$ cat config.mk
export PLATFORM = sky130hd
export DESIGN_NAME = hpt_walker
export DESIGN_NICKNAME = d
export VERILOG_FILES = /design/src/rtl/hpt_pkg.sv /design/src/rtl/hpt_hash.sv /design/src/rtl/hpt_probe_order.sv /design/src/rtl/hpt_entry_match.sv /design/src/rtl/hpt_walker.sv
export SDC_FILE = /design/constraint.sdc
export NUM_CORES = 1
export LEC_CHECK = 0
export BUFFER_PORTS_ARGS = -buffer_cell sky130_fd_sc_hd__buf_4
export CAP_MARGIN = 20
export CELL_PAD_IN_SITES_DETAIL_PLACEMENT = 1
export CELL_PAD_IN_SITES_GLOBAL_PLACEMENT = 1
export CORE_MARGIN = 2
export CORE_UTILIZATION = 38
export CTS_BUF_LIST = sky130_fd_sc_hd__clkbuf_16
export CTS_CLUSTER_SIZE = 28
export DETAILED_ROUTE_END_ITERATION = 12
export GPL_TIMING_DRIVEN = 0
export PLACE_DENSITY = 0.95
export SLEW_MARGIN = 20
export SYNTH_ARGS = -nofsm -noshare
export SYNTH_HDL_FRONTEND = slang
export SYNTH_HIERARCHICAL = 1
export SYNTH_SLANG_ARGS = --single-unit
$ cat constraint.sdc
create_clock -name clk -period 3.7 [get_ports clk]
set_clock_uncertainty 0.1 [all_clocks]
set_input_delay 0.37 -clock clk [delete_from_list [all_inputs] [get_ports clk]]
set_output_delay 0.37 -clock clk [all_outputs]
set_load 0.005 [all_outputs]
$ cat src/rtl/hpt_pkg.sv
package hpt_pkg;
    // Entry layout inside a 16-byte table entry
    localparam int ENTRY_W    = 128;
    localparam int E_VALID    = 0;
    localparam int E_HSEL     = 1;
    localparam int E_TAG_LSB  = 2;
    localparam int E_RPN_LSB  = 64;
    // Group and slot geometry
    localparam int SLOTS      = 8;
    localparam int SLOT_W     = $clog2(SLOTS);
    localparam int SLOT_SHIFT = 4;
    localparam int GRP_SHIFT  = SLOT_SHIFT + SLOT_W;
    localparam int PROBES     = 2 * SLOTS;
    localparam int PROBE_W    = $clog2(PROBES);

    typedef enum logic [1:0] {
        W_IDLE  = 2'd0,
        W_ISSUE = 2'd1,
        W_WAIT  = 2'd2,
        W_DONE  = 2'd3
    } walk_st_e;
endpackage

$ cat src/rtl/hpt_hash.sv
module hpt_hash
    import hpt_pkg::*;
#(
    parameter int VPN_W  = 53,
    parameter int HASH_W = 19,
    parameter int RA_W   = 42
) (
    input  logic [VPN_W-1:0]  vpn,
    input  logic [RA_W-1:0]   base,
    input  logic [HASH_W-1:0] mask,
    output logic [RA_W-1:0]   prim_grp,
    output logic [RA_W-1:0]   sec_grp
);
    localparam logic [RA_W-1:0] LOW_MASK = (RA_W'(1) << GRP_SHIFT) - RA_W'(1);

    logic [HASH_W-1:0] hash;
    logic [HASH_W-1:0] prim_idx;
    logic [HASH_W-1:0] sec_idx;
    logic [RA_W-1:0]   base_al;

    always_comb begin
        hash     = vpn[HASH_W-1:0] ^ vpn[2*HASH_W-1:HASH_W];
        prim_idx = hash & mask;
        sec_idx  = (~hash) & mask;
        base_al  = base & ~LOW_MASK;
        prim_grp = base_al | (RA_W'(prim_idx) << GRP_SHIFT);
        sec_grp  = base_al | (RA_W'(sec_idx) << GRP_SHIFT);
    end
endmodule

$ cat src/rtl/hpt_probe_order.sv
module hpt_probe_order
    import hpt_pkg::*;
(
    input  logic [PROBE_W-1:0] probe,
    output logic [SLOT_W-1:0]  slot,
    output logic               second
);
    // Within a group: four even slots first, then the four odd ones.
    always_comb begin
        slot   = {probe[SLOT_W-2:0], probe[SLOT_W-1]};
        second = probe[PROBE_W-1];
    end
endmodule

$ cat src/rtl/hpt_entry_match.sv
module hpt_entry_match
    import hpt_pkg::*;
#(
    parameter int TAG_W = 42,
    parameter int RPN_W = 30
) (
    input  logic [ENTRY_W-1:0] entry,
    input  logic [TAG_W-1:0]   tag,
    input  logic               second,
    output logic               hit,
    output logic [RPN_W-1:0]   rpn
);
    logic             v;
    logic             hsel;
    logic [TAG_W-1:0] etag;

    always_comb begin
        v    = entry[E_VALID];
        hsel = entry[E_HSEL];
        etag = entry[E_TAG_LSB +: TAG_W];
        rpn  = entry[E_RPN_LSB +: RPN_W];
        hit  = v && (etag == tag) && (hsel == second);
    end
endmodule

$ cat src/rtl/hpt_walker.sv
module hpt_walker
    import hpt_pkg::*;
#(
    parameter int VPN_W    = 53,
    parameter int HASH_W   = 19,
    parameter int RA_W     = 42,
    parameter int RPN_W    = 30,
    parameter int TAG_DROP = 11
) (
    input  logic                clk,
    input  logic                rst_n,
    input  logic                req_valid,
    output logic                req_ready,
    input  logic [VPN_W-1:0]    req_vpn,
    input  logic [RA_W-1:0]     cfg_base,
    input  logic [HASH_W-1:0]   cfg_mask,
    output logic                rsp_valid,
    output logic                rsp_hit,
    output logic                rsp_fault,
    output logic [RPN_W-1:0]    rsp_rpn,
    output logic                mem_req_valid,
    output logic [RA_W-1:0]     mem_req_addr,
    input  logic                mem_rsp_valid,
    input  logic [ENTRY_W-1:0]  mem_rsp_data
);
    localparam int TAG_W = VPN_W - TAG_DROP;

    typedef struct packed {
        walk_st_e             st;
        logic [PROBE_W-1:0]   probe;
        logic [TAG_W-1:0]     tag;
        logic [RA_W-1:0]      pgrp;
        logic [RA_W-1:0]      sgrp;
        logic                 hit;
        logic [RPN_W-1:0]     rpn;
    } walk_t;

    walk_t w_d, w_q;

    logic [RA_W-1:0]   new_pgrp, new_sgrp;
    logic [SLOT_W-1:0] slot;
    logic              second;
    logic              ent_hit;
    logic [RPN_W-1:0]  ent_rpn;

    hpt_hash #(.VPN_W(VPN_W), .HASH_W(HASH_W), .RA_W(RA_W)) u_hash (
        .vpn      (req_vpn),
        .base     (cfg_base),
        .mask     (cfg_mask),
        .prim_grp (new_pgrp),
        .sec_grp  (new_sgrp)
    );

    hpt_probe_order u_order (
        .probe  (w_q.probe),
        .slot   (slot),
        .second (second)
    );

    hpt_entry_match #(.TAG_W(TAG_W), .RPN_W(RPN_W)) u_match (
        .entry  (mem_rsp_data),
        .tag    (w_q.tag),
        .second (second),
        .hit    (ent_hit),
        .rpn    (ent_rpn)
    );

    always_comb begin
        w_d = w_q;
        unique case (w_q.st)
            W_IDLE: begin
                if (req_valid) begin
                    w_d.st    = W_ISSUE;
                    w_d.probe = '0;
                    w_d.tag   = req_vpn[VPN_W-1:TAG_DROP];
                    w_d.pgrp  = new_pgrp;
                    w_d.sgrp  = new_sgrp;
                    w_d.hit   = 1'b0;
                    w_d.rpn   = '0;
                end
            end
            W_ISSUE: w_d.st = W_WAIT;
            W_WAIT: begin
                if (mem_rsp_valid) begin
                    if (ent_hit) begin
                        w_d.st  = W_DONE;
                        w_d.hit = 1'b1;
                        w_d.rpn = ent_rpn;
                    end else if (&w_q.probe) begin
                        w_d.st  = W_DONE;
                        w_d.hit = 1'b0;
                    end else begin
                        w_d.st    = W_ISSUE;
                        w_d.probe = w_q.probe + PROBE_W'(1);
                    end
                end
            end
            W_DONE: w_d.st = W_IDLE;
            default: w_d.st = W_IDLE;
        endcase
    end

    always_ff @(posedge clk) begin
        if (!rst_n) begin
            w_q <= '{st: W_IDLE, probe: '0, tag: '0, pgrp: '0, sgrp: '0,
                     hit: 1'b0, rpn: '0};
        end else begin
            w_q <= w_d;
        end
    end

    always_comb begin
        req_ready     = (w_q.st == W_IDLE);
        mem_req_valid = (w_q.st == W_ISSUE);
        mem_req_addr  = (second ? w_q.sgrp : w_q.pgrp)
                      | (RA_W'(slot) << SLOT_SHIFT);
        rsp_valid     = (w_q.st == W_DONE);
        rsp_hit       = rsp_valid && w_q.hit;
        rsp_fault     = rsp_valid && !w_q.hit;
        rsp_rpn       = w_q.rpn;
    end
endmodule


==> reports/qor.csv <==
metric,value,unit
period utilisation layout,86.8,%
CTS sink count,163,
"count leader, synth",nand2_1,
status,"complete, no violations",
Wirelength per Cell,18.6,microns
synth top area cells,"dfxtp_1 40%, nand2_1 12%, buf_4 11%",
DRT iter0 DRCs,321,
Clock Root Buffer,clkbuf_16,
number of vias per cell,4.97,
Top Ports,323,
Via Count,7499,
Worst-path clk slew,0.06,ns
Final Hold Fails,0,
final antenna-violating net count,0,
dpl cells,1476,
first-pass GRT wire length,42400,microns
drt drc,0,
post-CTS sizing,0,
HP Class,input port to flop,
post-synthesis cell area,8110,sq um
Layout Nets,1467,
Starting Density,38.6,%
H-tree lvl count,4,
Yosys top cell by area,dfxtp_1,
Detailed Place HPWL,21400,microns
"EDFF count, synth",0,
Setup Buffers After CTS,0,
vias in the first global route,8114,
Least-Margin Pin Slew,0.744,ns
Worst VDD drop,0.318,mV
first-pass detailed-route iteration total,4,
Max-Cap Viols,0,
CORE AREA,21000,sq um
final setup vio count,0,
Finished Layout Cells,1509,
total congestion overflow,0,
ys flop type,dfxtp_1,
ratio of cells with drive above 1 in the final layout,35.1,%
gpl congestion,0.850,
Leakage,5.04,nW
largest net degree at the start of global routing,17,
Setup Crit Path Kind,flop to flop,
initial antenna violation count,1,
post-synth top area share,40.2,%
cell count after synthesis,973,
Setup crit start kind,flop,
synth-to-layout area growth,33.0,%
Yosys Warn Count,6,
die width,150,microns
"FF+latch count, synth",163,
Worst Path Arrival,3.47,ns
Critical Path End Type,flop,
max_slew headroom,50.0,%
CTS max path bufs,2,
die height,150,microns
CP required,3.96,ns
sequential cell area fraction in the yosys report,40.2,%
FILL cells,2525,
pwr/cell area,436,nW/um^2
TritonCTS Buffers,17,
IO buf count,215,
Skew-Pair Late Insertion Delay,0.43,ns
Fmax,312,MHz
"Async S/R FF share, synth",0,%
post-synthesis area per instance,8.34,sq um
CTS tree,yes,
Core Rows,53,
crit path max fanout,10,
GRT Util Overall,24.6,%
Die Area,22500,sq um
drt total wl,28100,microns
number of library cell types mapped by synthesis,45,
RSZ-0062 raised after global routing,no,
Slew Limit Fails,0,
Synth top cells by count,"254 x nand2_1, 163 x dfxtp_1, 130 x a21oi_1",
Final min period,3.21,ns
setup TNS,0,ns
cts hold-fix bufs,0,
## routing by layer
metal | routed length [microns] | track usage (%)
met1 | 11400 | 28.5
met2 | 14300 | 43.9
met3 | 1510 | 5.27
met4 | 860 | 10.5
met5 | 0 | 0
## worst paths after layout
check | startpoint | end | slack, ns | cells after the start
setup reg to reg | w_q[140]$_SDFFE_PN0P_ | rsp_rpn[25]$_SDFFE_PN0P_ | 0.49 | 8
hold reg to reg | w_q[109]$_SDFFE_PN0P_ | w_q[109]$_SDFFE_PN0P_ | 0.35 | 2
hold / removal | mem_rsp_data[75] | rsp_rpn[11]$_SDFFE_PN0P_ | 0.05 | 2
setup / recovery | w_q[140]$_SDFFE_PN0P_ | rsp_rpn[25]$_SDFFE_PN0P_ | 0.49 | 8
## sequential cells by signal, summed over array words and instances, names as in the netlist
name / count
rsp_rpn: 30
w_q: 133
## cell usage in the layout (no fill, tap or decap), drive strengths merged, types with 2 or more instances in the layout
master      n
buf       360
nand2     254
dfxtp     163
a21oi     130
clkbuf     43
mux2       39
xor2       39
a32o       30
inv        28
a21o       20
o21bai     19
xnor2      18
conb       14
nor4       10
nor2b       9
nand3       6
bufinv      6
clkinv      6
nand4       4
a211o       3
or4         3
nand2b      2
o2111ai     2
nor3        2
o21a        2
clkinvlp    2
o22ai       2
## power by group
group          switching (mW)  internal [mW]  total (mW)
clock network           0.752           1.26        2.01
logic                   0.396          0.374       0.770
registers              0.0615           1.86        1.92
total                    1.21           3.49        4.70
## critical path, cell delays in order, from the launching register on
cell and delay [ns]:
dfxtp_1 0.32, xor2_1 0.16, nor4_1 0.49, nand4_1 0.21, nor4_2 0.71, inv_1 0.20, nor3_1 0.45, buf_2 0.32
a32o_1 0.17
## per-stage QoR
stage	hold WS [ns]	power (mW)	area (sq um)	setup WS, ns	util [%]
after global routing	0.0418	4.89	10800	0.255	51.3
after global placement	0.338	2.68	10100	0.457	48.1
final	0.0538	4.70	10800	0.490	51.3
after CTS	0.0344	4.73	10800	0.472	51.3
after floorplan	0.332	2.36	8160	1.33	-
after detailed placement	0.345	2.71	10100	0.345	48.1
## kinds of logic after synthesis
kind of cell | synth area share [%]
DFF | 40.2
xor gates and xnor gates | 6.15
AOI/OAI and AO/OA | 17.0
other | 0.0462
muxes | 5.41
buffers and inverters | 15.6
adders and majority gates | 0.154
and+or+nand+nor | 15.4
## layout make-up
class	instances	area [sq um]	area share (%)
multi-input cells	625	3630	33.7
plain buffers	171	1160	10.8
flip-flops and latches	163	3260	30.2
repair buffers	215	1610	15.0
diodes	1	2.50	0.0232
inverters	27	101	0.939
clock inverters	15	239	2.22
well taps	275	344	3.19
clock buffers	17	425	3.94
No activity file was read; power rests on OpenSTA's default activity.
